===== config.mk =====
export PLATFORM = sky130hd
export DESIGN_NAME = cnv_pwr_ctrl
export DESIGN_NICKNAME = d
export VERILOG_FILES = /design/src/rtl/cnv_pwr_pkg.sv /design/src/rtl/cnv_pwr_regs.sv /design/src/rtl/cnv_pwr_path.sv /design/src/rtl/cnv_pwr_mute.sv /design/src/rtl/cnv_pwr_ctrl.sv
export SDC_FILE = /design/constraint.sdc
export NUM_CORES = 1
export LEC_CHECK = 0
export ABC_AREA = 1
export ABC_CLOCK_PERIOD_IN_PS = 1600
export BUFFER_PORTS_ARGS = -buffer_cell sky130_fd_sc_hd__buf_2
export CAP_MARGIN = 10
export CELL_PAD_IN_SITES_DETAIL_PLACEMENT = 0
export CELL_PAD_IN_SITES_GLOBAL_PLACEMENT = 1
export CORE_ASPECT_RATIO = 1.75
export CORE_MARGIN = 4
export CORE_UTILIZATION = 34
export DETAILED_ROUTE_END_ITERATION = 10
export PLACE_DENSITY = 0.85
export SYNTH_ARGS = -nofsm -noshare
export SYNTH_HDL_FRONTEND = slang
export SYNTH_SLANG_ARGS = --single-unit

===== constraint.sdc =====
create_clock -name clk -period 1.6 [get_ports clk]
set_input_delay 0.32 -clock clk [delete_from_list [all_inputs] [get_ports clk]]
set_output_delay 0.32 -clock clk [all_outputs]
set_load 0.01 [all_outputs]

===== src/rtl/cnv_pwr_pkg.sv =====
package cnv_pwr_pkg;
  localparam int PAIRS    = 4;
  localparam int CHANS    = 2 * PAIRS;
  localparam int PATHS    = PAIRS + 1;
  localparam int DOWN_BIT = 7;
  localparam int ADC_BIT  = 4;
  localparam int PAIR_LSB = 0;

  typedef struct packed {
    logic             down;
    logic             adc_off;
    logic [PAIRS-1:0] pair_off;
  } pwr_cfg_t;

  function automatic pwr_cfg_t cfg_reset();
    pwr_cfg_t c;
    c.down     = 1'b0;
    c.adc_off  = 1'b1;
    c.pair_off = '1;
    return c;
  endfunction

  function automatic pwr_cfg_t cfg_decode(input logic [7:0] w);
    pwr_cfg_t c;
    c.down     = w[DOWN_BIT];
    c.adc_off  = w[ADC_BIT];
    c.pair_off = w[PAIR_LSB +: PAIRS];
    return c;
  endfunction
endpackage


===== src/rtl/cnv_pwr_regs.sv =====
module cnv_pwr_regs
  import cnv_pwr_pkg::*;
#(
  parameter int AW = 5,
  parameter logic [AW-1:0] REG_ADDR = 5'h0C
) (
  input  logic          clk,
  input  logic          rst_n,
  input  logic          wr_en,
  input  logic [AW-1:0] wr_addr,
  input  logic [7:0]    wr_data,
  output pwr_cfg_t      cfg
);
  logic hit;
  assign hit = wr_en && (wr_addr == REG_ADDR);

  always_ff @(posedge clk) begin
    if (!rst_n)   cfg <= cfg_reset();
    else if (hit) cfg <= cfg_decode(wr_data);
  end

  // a stray write leaves the holding register alone
  p_stray_write_r9: assert property (@(posedge clk) disable iff (!rst_n)
    (wr_en && wr_addr != REG_ADDR) |=> $stable(cfg));
endmodule


===== src/rtl/cnv_pwr_path.sv =====
module cnv_pwr_path (
  input  logic clk,
  input  logic rst_n,
  input  logic smp_stb,
  input  logic dis_want,
  output logic dis_q,
  output logic flt_rst
);
  always_ff @(posedge clk) begin
    if (!rst_n) begin
      dis_q   <= 1'b1;
      flt_rst <= 1'b0;
    end else begin
      flt_rst <= 1'b0;
      if (smp_stb) begin
        dis_q   <= dis_want;
        flt_rst <= (dis_want != dis_q);
      end
    end
  end

  // state moves only on a strobe
  p_change_on_stb_r2: assert property (@(posedge clk) disable iff (!rst_n)
    (dis_q != $past(dis_q)) |-> $past(smp_stb));
  // a reset pulse accompanies every state change
  p_pulse_on_change_r6: assert property (@(posedge clk) disable iff (!rst_n)
    (dis_q != $past(dis_q)) |-> flt_rst);
endmodule


===== src/rtl/cnv_pwr_mute.sv =====
module cnv_pwr_mute
  import cnv_pwr_pkg::*;
#(
  parameter int SW = 16
) (
  input  logic                clk,
  input  logic                rst_n,
  input  logic [PAIRS-1:0]    mute,
  input  logic                in_valid,
  output logic                in_ready,
  input  logic [CHANS*SW-1:0] in_data,
  output logic                out_valid,
  input  logic                out_ready,
  output logic [CHANS*SW-1:0] out_data
);
  logic                take;
  logic [CHANS*SW-1:0] shaped;

  assign in_ready = !out_valid || out_ready;
  assign take     = in_valid && in_ready;

  for (genvar c = 0; c < CHANS; c++) begin : g_ch
    assign shaped[c*SW +: SW] = mute[c/2] ? '0 : in_data[c*SW +: SW];

    // a muted pair leaves the stage at midscale
    p_mid_code_r7: assert property (@(posedge clk) disable iff (!rst_n)
      (take && mute[c/2]) |=> (out_data[c*SW +: SW] == '0));
  end

  always_ff @(posedge clk) begin
    if (!rst_n) begin
      out_valid <= 1'b0;
      out_data  <= '0;
    end else if (take) begin
      out_valid <= 1'b1;
      out_data  <= shaped;
    end else if (out_ready) begin
      out_valid <= 1'b0;
    end
  end

  // a stalled frame is held
  p_hold_stall_r8: assert property (@(posedge clk) disable iff (!rst_n)
    (out_valid && !out_ready) |=> (out_valid && $stable(out_data)));
endmodule


===== src/rtl/cnv_pwr_ctrl.sv =====
module cnv_pwr_ctrl
  import cnv_pwr_pkg::*;
#(
  parameter int SW = 16,
  parameter int AW = 5,
  parameter logic [AW-1:0] REG_ADDR = 5'h0C
) (
  input  logic                clk,
  input  logic                rst_n,
  input  logic                smp_stb,
  input  logic                wr_en,
  input  logic [AW-1:0]       wr_addr,
  input  logic [7:0]          wr_data,
  output logic                adc_en,
  output logic                adc_flt_rst,
  output logic [PAIRS-1:0]    dac_en,
  output logic [PAIRS-1:0]    dac_flt_rst,
  output logic [PAIRS-1:0]    dac_mid_sel,
  input  logic                in_valid,
  output logic                in_ready,
  input  logic [CHANS*SW-1:0] in_data,
  output logic                out_valid,
  input  logic                out_ready,
  output logic [CHANS*SW-1:0] out_data
);
  pwr_cfg_t         cfg;
  logic [PATHS-1:0] want, dis, rst;

  cnv_pwr_regs #(.AW(AW), .REG_ADDR(REG_ADDR)) regs_i (
    .clk(clk), .rst_n(rst_n), .wr_en(wr_en), .wr_addr(wr_addr),
    .wr_data(wr_data), .cfg(cfg)
  );

  // path 0 is the ADC, path 1+p is DAC pair p
  assign want[0] = cfg.down | cfg.adc_off;
  for (genvar p = 0; p < PAIRS; p++) begin : g_want
    assign want[p+1] = cfg.down | cfg.pair_off[p];
  end

  for (genvar i = 0; i < PATHS; i++) begin : g_path
    cnv_pwr_path path_i (
      .clk(clk), .rst_n(rst_n), .smp_stb(smp_stb),
      .dis_want(want[i]), .dis_q(dis[i]), .flt_rst(rst[i])
    );
  end

  assign adc_en      = !dis[0];
  assign adc_flt_rst = rst[0];
  assign dac_en      = ~dis[PATHS-1:1];
  assign dac_mid_sel = dis[PATHS-1:1];
  assign dac_flt_rst = rst[PATHS-1:1];

  cnv_pwr_mute #(.SW(SW)) mute_i (
    .clk(clk), .rst_n(rst_n), .mute(dac_mid_sel),
    .in_valid(in_valid), .in_ready(in_ready), .in_data(in_data),
    .out_valid(out_valid), .out_ready(out_ready), .out_data(out_data)
  );

  // device power-down overrides every path
  p_down_override_r5: assert property (@(posedge clk) disable iff (!rst_n)
    (smp_stb && cfg.down) |=> (!adc_en && dac_en == '0));
  // a committed clear ADC setting enables the ADC
  p_adc_enable_r3: assert property (@(posedge clk) disable iff (!rst_n)
    (smp_stb && !cfg.down && !cfg.adc_off) |=> adc_en);
  // a committed pair-off bit disables that pair
  p_pair_off_r4: assert property (@(posedge clk) disable iff (!rst_n)
    smp_stb |=> ((dac_en & $past(cfg.pair_off)) == '0));
endmodule


==> results of run 1 <==
## logic make-up (layout without fill, tap and decap cells)
| group | after synthesis | after routing |
|---|---|---|
| AO/OA/AOI/OAI | 7 | 7 |
| buffers and inverters | 78 | 354 |
| flip-flops | 145 | 145 |
| other | 0 | 4 |
| AND/OR/NAND/NOR | 692 | 692 |
## worst max path at each step
stage                                             to  cells after the start                                start
finish                                     dac_en[1]                      2  g_path[2].path_i.dis_q$_SDFFE_PN1P_
global route                               dac_en[1]                      2  g_path[2].path_i.dis_q$_SDFFE_PN1P_
CTS                                        dac_en[2]                      3  g_path[3].path_i.dis_q$_SDFFE_PN1P_
detailed placement   mute_i.out_data[5]$_SDFFE_PN0P_                      8                            out_ready
global placement    mute_i.out_data[32]$_SDFFE_PN0P_                      8                            out_ready
floorplan            mute_i.out_data[0]$_SDFFE_PN0P_                      6        mute_i.out_valid$_SDFFE_PN0P_
## synth_stat cells (5+ instances only)
cell / n
nor3b_1: 5
inv_1: 9
nand2_1: 405
o211ai_1: 5
buf_6: 26
or2_2: 5
nor2_1: 264
clkbuf_1: 5
dfxtp_1: 145
buf_2: 21
buf_4: 8
nand3_1: 12
## stage by stage
stage / utilization (%) / total power [uW] / worst slack (ns)
after global placement: 43.5 / 5390 / 0.217
after global routing: 47.2 / 9900 / 0.0223
after CTS: 47.1 / 9570 / 0.00297
final: 47.2 / 9430 / 0.0911
after detailed placement: 43.5 / 5410 / 0.193
after floorplan: - / 4880 / 0.495
## routing by layer
layer  wire length (um)  part of all wire [%]  track usage [%]  vias up
met2               9540                    53             31.2      173
met3               1080                   6.0             4.03       21
li1                   -                     -                -     3278
met4                407                   2.3             8.29        0
met5                  0                     0                0        -
met1               6890                    38             18.5     2642
## power groups by stage
stage	Clock [uW]	Sequential [uW]	Combinational, uW
global route	4360	3980	1570
global placement	0	4020	1370
CTS	4230	3950	1390
floorplan	0	4140	735
detailed placement	0	4030	1380
finish	4110	3950	1370
## critical path: stages (launching register included)
cell and delay (ns):
dfxtp_1 0.37, clkinv_1 0.20, buf_2 0.20
## cell type report
type	instances	area, um2	share of cell area (%)
timing repair buffer	310	1750	21.0
antenna	4	10.0	0.120
multi-input combinational	699	2710	32.6
clock inverter	9	131	1.58
inverter	13	52.6	0.632
tap	231	289	3.48
sequential	145	2910	34.9
clock buffer	22	474	5.70
## sequential cells by signal (all words and copies together), names as in the netlist
name	flops
mute_i.out_valid	1
regs_i.cfg	6
g_path.path_i.flt_rst	5
g_path.path_i.dis_q	5
mute_i.out_data	128
## repair_timing
action | in CTS | in global routing
gates resized for setup | 7 | 4
endpoints found under the setup margin | 3 | 3
cloned | 0 | 0
==> impl_metrics.csv, run 1 <==
group,metric,value,unit
outcome,status,"finished clean",
synth,synth-edff-count,0,
sta,holdWs,0.141,ns
sta,tightest_slew,0.325,ns
sta,rsz0062_at_grt,"false",
synth,yosysSeqAreaShare,47.1,%
synth,syn-num-nets,1069,
finish,stdcell_count,1433,
synth,synthAdderAreaFrac,0,%
die,rows,64,
clocking,clk_pin_slew,0.06,ns
die,die_w,110,um
sta,finalCritPeriodShare,94.3,%
synth,avgSynthCellArea,6.69,um2
finish,fin_nets,1333,
sta,slew_headroom,78.2,%
worst_setup_path,cp.required,1.28,ns
die,die_h,186,um
power,switching_share,25.8,%
clocking,h-tree-depth,4,
clocking,cts_buffers,17,
worst_setup_path,start_kind,"flop",
placement,place_area,7670,um2
die,die_area,20400,um2
die,start_util,35.0,%
global_route,grt_pass1_wl,27300,um
clocking,cts_tree,"built",
synth,synth_xor_area_share,0,%
routing,wl,17900,um
synth,synth.distinct_cells,18,
synth,netlist.area_leader.share,47.1,%
worst_setup_path,r2r_start,"mute_i.out_valid$_SDFFE_PN0P_",
synth,synth_top_family_by_area,"simple AND/OR/NAND/NOR gates",
worst_setup_path,cp_max_fo,5,
clocking,clock_path_buffers,2,
routing,vias_per_cell,4.27,
synth,netlist_area,6160,um2
sta,finalCriticalPeriod,1.51,ns
power,p_seq_share,41.9,%
worst_setup_path,cp.arrival,1.19,ns
die,fp.coreArea,17600,um2
routing,wire_per_inst,12.5,um
global_route,antenna_found_initial,3,
synth,synth_flop_cell,"dfxtp_1",
finish,area_growth,34.9,%
placement,place_hpwl,13000,um
routing,ant_nets,0,
finish,n_fill_cell,1922,
clocking,cts_root_buffer,"clkbuf_16",
power,p_sw,2430,uW
sta,final-setup-viol-count,0,
placement,io_buffers,288,
synth,synth_cells,922,
global_route,grt_overflow_total,0,
finish,final_common_cell,"nand2_1",
placement,place.gp.congestion,0.772,
worst_hold_path,holdPathStages,3,
synth,ys_warn_count,0,
worst_setup_path,endpoint_kind,"output port",
worst_setup_path,rr_worst_depth,6,
clocking,postCtsHoldBufs,0,
routing,via_count,6114,
power,p_leak,0.00452,uW
global_route,grt_pass1_vias,5519,
clocking,clock-sinks,145,
synth,yosysTopAreaCell,"dfxtp_1",
global_route,track_usage,17.3,%
placement,dp_cells,1398,
finish,final_cell_mix,"nand2_1 (405), buf_2 (287), nor2_1 (264)",
synth,synth_area_leaders,"dfxtp_1 (47%), nand2_1 (25%), nor2_1 (16%)",
clocking,cts_setup_buffers,0,
die,io_pins,291,
global_route,grt_max_degree,55,
routing,drc,0,
worst_setup_path,crit_type,"reg2out",
sta,fin_skew,0.0115,ns
power,combPwrFrac,14.5,%
power,clkPwrFrac,43.6,%
sta,max_freq,663,MHz
synth,synth_mux_area_share,0,%
synth,synth-async-reset-ratio,0,%
worst_setup_path,r2r-end,"mute_i.out_data[5]$_SDFFE_PN0P_",
worst_hold_path,min_from,"wr_data[2]",
power,irDropWorstVdd,0.591,mV
sta,hold_viol,0,
sta,tns,0,ns
flow_run,cap_viol_max_count,0,
worst_setup_path,rrSetupSlack,0.29,ns
power,power_density,1130,nW/um2
worst_hold_path,hold_end,"regs_i.cfg[2]$_SDFFE_PN1P_",
finish,final_cell_area,8320,um2
synth,ys_ff_latch,145,
routing,first_pass_iters,4,
sta,finalMaxSlewViolations,0,
power,internal_power,6990,uW
worst_hold_path,hp-class,"in2reg",
synth,synth-compound-area-share,0.995,%
finish,drive_above_1_share,29.2,%
clocking,clk-insertion-delay-late,0.42,ns
synth,yosys.area_share.simple,42.9,%
routing,drt_iter0_drc,275,
Power figures use the tool's default switching activity.
==> inputs of run 2 (changes only) <==
--- a/config.mk
+++ b/config.mk
@@ -5,7 +5,6 @@
 export SDC_FILE = /design/constraint.sdc
 export NUM_CORES = 1
 export LEC_CHECK = 0
-export ABC_AREA = 1
 export ABC_CLOCK_PERIOD_IN_PS = 1600
 export BUFFER_PORTS_ARGS = -buffer_cell sky130_fd_sc_hd__buf_2
 export CAP_MARGIN = 10
@@ -13,9 +12,10 @@
 export CELL_PAD_IN_SITES_GLOBAL_PLACEMENT = 1
 export CORE_ASPECT_RATIO = 1.75
 export CORE_MARGIN = 4
-export CORE_UTILIZATION = 34
+export CORE_UTILIZATION = 37
+export CTS_BUF_LIST = sky130_fd_sc_hd__clkbuf_4
 export DETAILED_ROUTE_END_ITERATION = 10
-export PLACE_DENSITY = 0.85
+export PLACE_DENSITY = 0.86
 export SYNTH_ARGS = -nofsm -noshare
 export SYNTH_HDL_FRONTEND = slang
 export SYNTH_SLANG_ARGS = --single-unit
==> impl_metrics.csv, run 2 <==
group,metric,value,unit
outcome,status,"finished clean",
sta,hold_viol,0,
clocking,clk_pin_slew,0.14,ns
global_route,grt_max_degree,92,
sta,tightest_slew,0.424,ns
global_route,grt_pass1_vias,6245,
worst_hold_path,min_from,"in_data[54]",
worst_setup_path,endpoint_kind,"output port",
sta,finalMaxSlewViolations,0,
synth,synth.distinct_cells,21,
synth,yosysSeqAreaShare,46.9,%
worst_setup_path,r2r_start,"mute_i.out_valid$_SDFFE_PN0P_",
worst_setup_path,crit_type,"reg2out",
placement,dp_cells,1117,
synth,synth_xor_area_share,0.707,%
synth,ys_warn_count,0,
die,die_h,179,um
worst_setup_path,crit_path_max_incr_delay,0.35,ns
finish,regArea,2910,um2
synth,yosys.area_share.simple,15.4,%
finish,n_fill_cell,1644,
sta,max_freq,651,MHz
die,die_w,106,um
power,power_density,836,nW/um2
global_route,grt_pass1_wl,32500,um
finish,fin_nets,1135,
synth,avgSynthCellArea,9.14,um2
worst_setup_path,cp_top_family,"flip-flops",
finish,area_growth,42.2,%
routing,ant_nets,0,
routing,wire_per_inst,17.2,um
sta,rsz0062_at_grt,"true",
power,clkPwrFrac,36.1,%
finish,final_cell_mix,"buf_2 (285), dfxtp_1 (143), a21boi_1 (129)",
finish,stdcell_count,1225,
worst_setup_path,cp_max_fo,2,
finish,top_register,"mute_i.out_data",
die,rows,62,
power,switching_share,26.4,%
placement,io_buffers,288,
die,start_util,37.7,%
synth,synth-async-reset-ratio,0,%
placement,dpl_worst_slack,0.102,ns
sta,fin_ws,0.0642,ns
finish,multiInputGateArea,2730,um2
flow_run,cap_viol_max_count,0,
die,die_area,19000,um2
sta,fin_skew,0.0314,ns
synth,synth-edff-count,0,
synth,synthAdderAreaFrac,0,%
placement,place_hpwl,13600,um
finish,drive_above_1_share,35.7,%
routing,wl,21100,um
synth,synth_top_family_by_area,"compound AO/OA/AOI/OAI gates",
clocking,clock_path_buffers,2,
power,combPwrFrac,13.5,%
sta,slew_headroom,71.6,%
worst_setup_path,crit_buf_inv,2,
global_route,grt_overflow_total,0,
die,fp.coreArea,16400,um2
worst_setup_path,start_kind,"flop",
worst_hold_path,hp-class,"in2reg",
synth,syn-num-nets,825,
finish,largest_registers,"mute_i.out_data: 128 flops, regs_i.cfg: 6 flops",
routing,drc,0,
sta,finalCriticalPeriod,1.54,ns
clocking,h-tree-depth,4,
synth,synth_cells,678,
global_route,track_usage,21.2,%
worst_setup_path,cp-startpoint,"mute_i.out_valid$_SDFFE_PN0P_",
clocking,clk-insertion-delay-late,0.53,ns
synth,synth-compound-area-share,27.0,%
worst_setup_path,critical_path.cell_chain,"nor2b_4, clkinv_4, buf_6",
routing,vias_per_cell,5.29,
worst_setup_path,critPathSlowestCell,"dfxtp_2",
clocking,cts_tree,"built",
synth,yosysTopAreaCell,"dfxtp_1",
synth,ys_ff_latch,145,
synth,synthTopCellsByCount,"dfxtp_1 (145), a21boi_1 (129), nand4_1 (128), o21ai_0 (89), buf_2 (46)",
sta,holdWs,0.0533,ns
placement,place.gp.congestion,0.782,
routing,drt_iter0_drc,421,
synth,yosysMostFrequentCell,"dfxtp_1",
sta,finalCritPeriodShare,96.0,%
clocking,clock-sinks,145,
power,internal_power,5420,uW
finish,largest_reg_flops,128,
synth,synth_area_leaders,"dfxtp_1 (47%), a21boi_1 (16%), nand4_1 (13%)",
sta,tns,0,ns
clocking,cts_buffers,17,
routing,via_count,6486,
power,p_leak,0.00374,uW
routing,first_pass_iters,6,
worst_setup_path,rrSetupSlack,0.19,ns
synth,synth_flop_cell,"dfxtp_1",
power,irDropWorstVdd,0.461,mV
synth,synth_mux_area_share,0.970,%
clocking,cts_root_buffer,"clkbuf_4",
power,p_seq_share,50.4,%
die,io_pins,291,
finish,final_common_cell,"buf_2",
sta,final-setup-viol-count,0,
worst_setup_path,cp.arrival,1.22,ns
synth,netlist.area_leader.share,46.9,%
power,p_sw,1950,uW
synth,netlist_area,6190,um2
worst_setup_path,cp.required,1.28,ns
global_route,antenna_found_initial,2,
==> run 2: kinds of logic (layout without fill, tap and decap cells) <==
logic type | count (synthesis) | count (layout)
AO/OA/AOI/OAI | 267 | 267
AND/OR/NAND/NOR | 154 | 154
flip-flops | 145 | 145
buffers and inverters | 101 | 422
multiplexers | 6 | 6
XOR/XNOR | 5 | 5
other | 0 | 2
==> run 2: area by class of cell <==
cell class	count	share of cell area (%)
antenna	2	0.0568
tap	224	3.18
clock buffer	18	1.53
timing repair buffer	385	28.7
clock inverter	12	2.09
inverter	7	0.540
multi-input combinational	432	30.9
sequential	145	33.0
==> run 2: stage by stage <==
step                      util [%]  area (um2)  power [uW]
after global routing          53.6        8810        7720
after detailed placement      46.9        7720        4630
after floorplan                  -        6190        4250
final                         53.6        8810        7370
after CTS                     53.2        8740        7460
after global placement        46.9        7720        4630
==> run 2: final timing paths <==
check,cells past startpoint,to
min,3,mute_i.out_data[54]$_SDFFE_PN0P_
max reg2reg,6,mute_i.out_data[47]$_SDFFE_PN0P_
min reg2reg,2,mute_i.out_data[127]$_SDFFE_PN0P_
max,3,in_ready
==> run 2: metal layers <==
metal | track usage, % | routed length [um] | vias to the layer above
li1 | - | - | 3122
met1 | 24.8 | 8180 | 3051
met2 | 35.3 | 10600 | 246
met3 | 5.08 | 1230 | 67
met4 | 12.5 | 1090 | 0
met5 | 0 | 0 | -
==> run 2: power groups by stage <==
stage	Combinational, uW	Clock [uW]	Sequential, uW
after CTS	984	2770	3710
after global placement	841	0	3790
after detailed placement	842	0	3790
final	997	2660	3710
after floorplan	431	0	3820
after global routing	1080	2920	3720
==> run 2: worst min-delay path, stage by stage <==
cell      delay, ns
buf_2          0.10
nand4_1        0.08
a21boi_1       0.06
==> run 2: what timing repair did <==
action                                  CTS  global route
endpoints found under the setup margin    5             3
resized for setup                         7             3
hold buffers                             67             1
pin swaps                                 0             0
setup buffers                             2             6
endpoints found under the hold margin    67             1
==> inputs of run 3 (changes only) <==
--- a/config.mk
+++ b/config.mk
@@ -15,6 +15,7 @@
 export CORE_UTILIZATION = 37
 export CTS_BUF_LIST = sky130_fd_sc_hd__clkbuf_4
 export DETAILED_ROUTE_END_ITERATION = 10
+export HOLD_SLACK_MARGIN = 0.08
 export PLACE_DENSITY = 0.86
 export SYNTH_ARGS = -nofsm -noshare
 export SYNTH_HDL_FRONTEND = slang
==> impl_metrics.csv, run 3 (synthesized netlist as in run 2, its figures left out) <==
group,metric,value,unit
worst_setup_path,endpoint_kind,"output port",
sta,final-setup-viol-count,0,
sta,fin_skew,0.0369,ns
sta,tns,0,ns
finish,n_fill_cell,1538,
global_route,grt_pass1_wl,34600,um
sta,finalCriticalPeriod,1.54,ns
sta,finalCritPeriodShare,96.3,%
sta,max_freq,649,MHz
worst_setup_path,cp_max_fo,2,
worst_setup_path,critical_path.cell_chain,"nor2b_4, clkinv_4, buf_6",
worst_setup_path,start_kind,"flop",
placement,place.gp.congestion,0.782,
sta,rsz0062_at_grt,"true",
clocking,cts_root_buffer,"clkbuf_4",
finish,top_register,"mute_i.out_data",
clocking,clock_path_buffers,2,
finish,final_common_cell,"buf_2",
placement,io_buffers,288,
sta,tightest_slew,0.428,ns
sta,hold_viol,0,
die,fp.coreArea,16400,um2
placement,place_hpwl,13600,um
die,die_h,179,um
finish,largest_reg_flops,128,
global_route,antenna_found_initial,1,
finish,final_cell_mix,"buf_2 (285), dfxtp_1 (144), dlygate4sd3_1 (140)",
worst_setup_path,crit_type,"reg2out",
clocking,cts_tree,"built",
routing,wl,22200,um
sta,slew_headroom,71.4,%
die,die_area,19000,um2
worst_setup_path,crit_buf_inv,2,
routing,first_pass_iters,5,
power,power_density,789,nW/um2
finish,drive_above_1_share,33.2,%
die,rows,62,
worst_hold_path,hp-class,"in2reg",
routing,via_count,6944,
finish,stdcell_count,1296,
finish,multiInputGateArea,2730,um2
die,die_w,106,um
global_route,grt_overflow_total,0,
clocking,clk-insertion-delay-late,0.54,ns
global_route,grt_max_degree,92,
routing,wire_per_inst,17.1,um
global_route,track_usage,22.5,%
clocking,clock-sinks,145,
finish,area_growth,53.7,%
sta,finalMaxSlewViolations,0,
worst_setup_path,crit_path_max_incr_delay,0.35,ns
routing,drc,0,
finish,regArea,2900,um2
power,p_leak,0.00403,uW
clocking,cts_buffers,17,
global_route,grt_pass1_vias,6821,
routing,ant_nets,0,
flow_run,cap_viol_max_count,0,
clocking,h-tree-depth,4,
finish,fin_nets,1207,
die,start_util,37.7,%
worst_setup_path,cp_top_family,"flip-flops",
finish,largest_registers,"mute_i.out_data: 128 flops, regs_i.cfg: 6 flops",
placement,dp_cells,1117,
worst_setup_path,rrSetupSlack,0.18,ns
outcome,status,"finished clean",
routing,drt_iter0_drc,363,
worst_setup_path,cp.required,1.28,ns
worst_setup_path,critPathSlowestCell,"dfxtp_2",
clocking,clk_pin_slew,0.13,ns
worst_setup_path,cp.arrival,1.22,ns
die,io_pins,291,
power,irDropWorstVdd,0.471,mV
routing,vias_per_cell,5.36,
-- run 3: changes by cell type in the layout (fill, tap and decap cells not counted) --
cell           change
dlygate4sd3_1     +72
clkinv_4           -1
dfxtp_1            +1
dfxtp_2            -1
diode_2            -1
inv_4              +1
-- run 3: metrics by stage --
step | hold slack [ns] | worst slack [ns] | total power [uW] | utilization, % | cell area (um2)
after detailed placement | 0.459 | 0.102 | 4630 | 46.9 | 7720
after global placement | 0.453 | 0.107 | 4630 | 46.9 | 7720
after floorplan | 0.462 | 0.466 | 4250 | - | 6190
final | 0.131 | 0.0599 | 7520 | 57.9 | 9520
after global routing | 0.0917 | -0.0321 | 7860 | 57.9 | 9520
after CTS | 0.0805 | -0.00474 | 7590 | 57.6 | 9470
-- run 3: repair_timing --
action                                  in CTS  in global routing
hold buffers                               140                  0
endpoints found under the hold margin      135                  0
resized for setup                            7                  1
setup buffers                                2                  6
endpoints found under the setup margin       5                  2
-- run 3: report_power, final --
part	internal [uW]	leakage [uW]	switching (uW)
clock	1260	0.000165	1410
combinational	589	0.00269	551
sequential	3680	0.00117	31.2
-- run 3: layout make-up --
| cell class | count | area share [%] |
|---|---|---|
| timing repair buffer | 457 | 34.1 |
| sequential | 145 | 30.5 |
| multi-input combinational | 432 | 28.6 |
| tap | 224 | 2.94 |
| clock inverter | 12 | 1.93 |
| clock buffer | 18 | 1.42 |
| inverter | 7 | 0.473 |
| antenna | 1 | 0.0263 |
-- run 3: path summary, 6_finish.rpt --
| kind | from | to | cells past startpoint |
|---|---|---|---|
| max reg2reg | mute_i.out_valid$_SDFFE_PN0P_ | mute_i.out_data[37]$_SDFFE_PN0P_ | 6 |
| max | mute_i.out_valid$_SDFFE_PN0P_ | in_ready | 3 |
| min reg2reg | mute_i.out_data[72]$_SDFFE_PN0P_ | mute_i.out_data[72]$_SDFFE_PN0P_ | 2 |
| min | rst_n | mute_i.out_data[64]$_SDFFE_PN0P_ | 2 |
-- run 3: worst reg2reg max path, stage by stage, from the launching register on --
cell	delay (ns)
dfxtp_2	0.34
nor2b_4	0.13
clkinv_4	0.05
buf_4	0.20
buf_12	0.27
nand4_1	0.20
a21boi_1	0.18
-- run 3: per-layer routing --
| layer | track usage, % | wire length [um] | vias up |
|---|---|---|---|
| li1 | - | - | 3268 |
| met1 | 25.4 | 8430 | 3263 |
| met2 | 37.6 | 11100 | 318 |
| met3 | 4.65 | 1230 | 95 |
| met4 | 15.8 | 1490 | 0 |
| met5 | 0 | 0 | - |
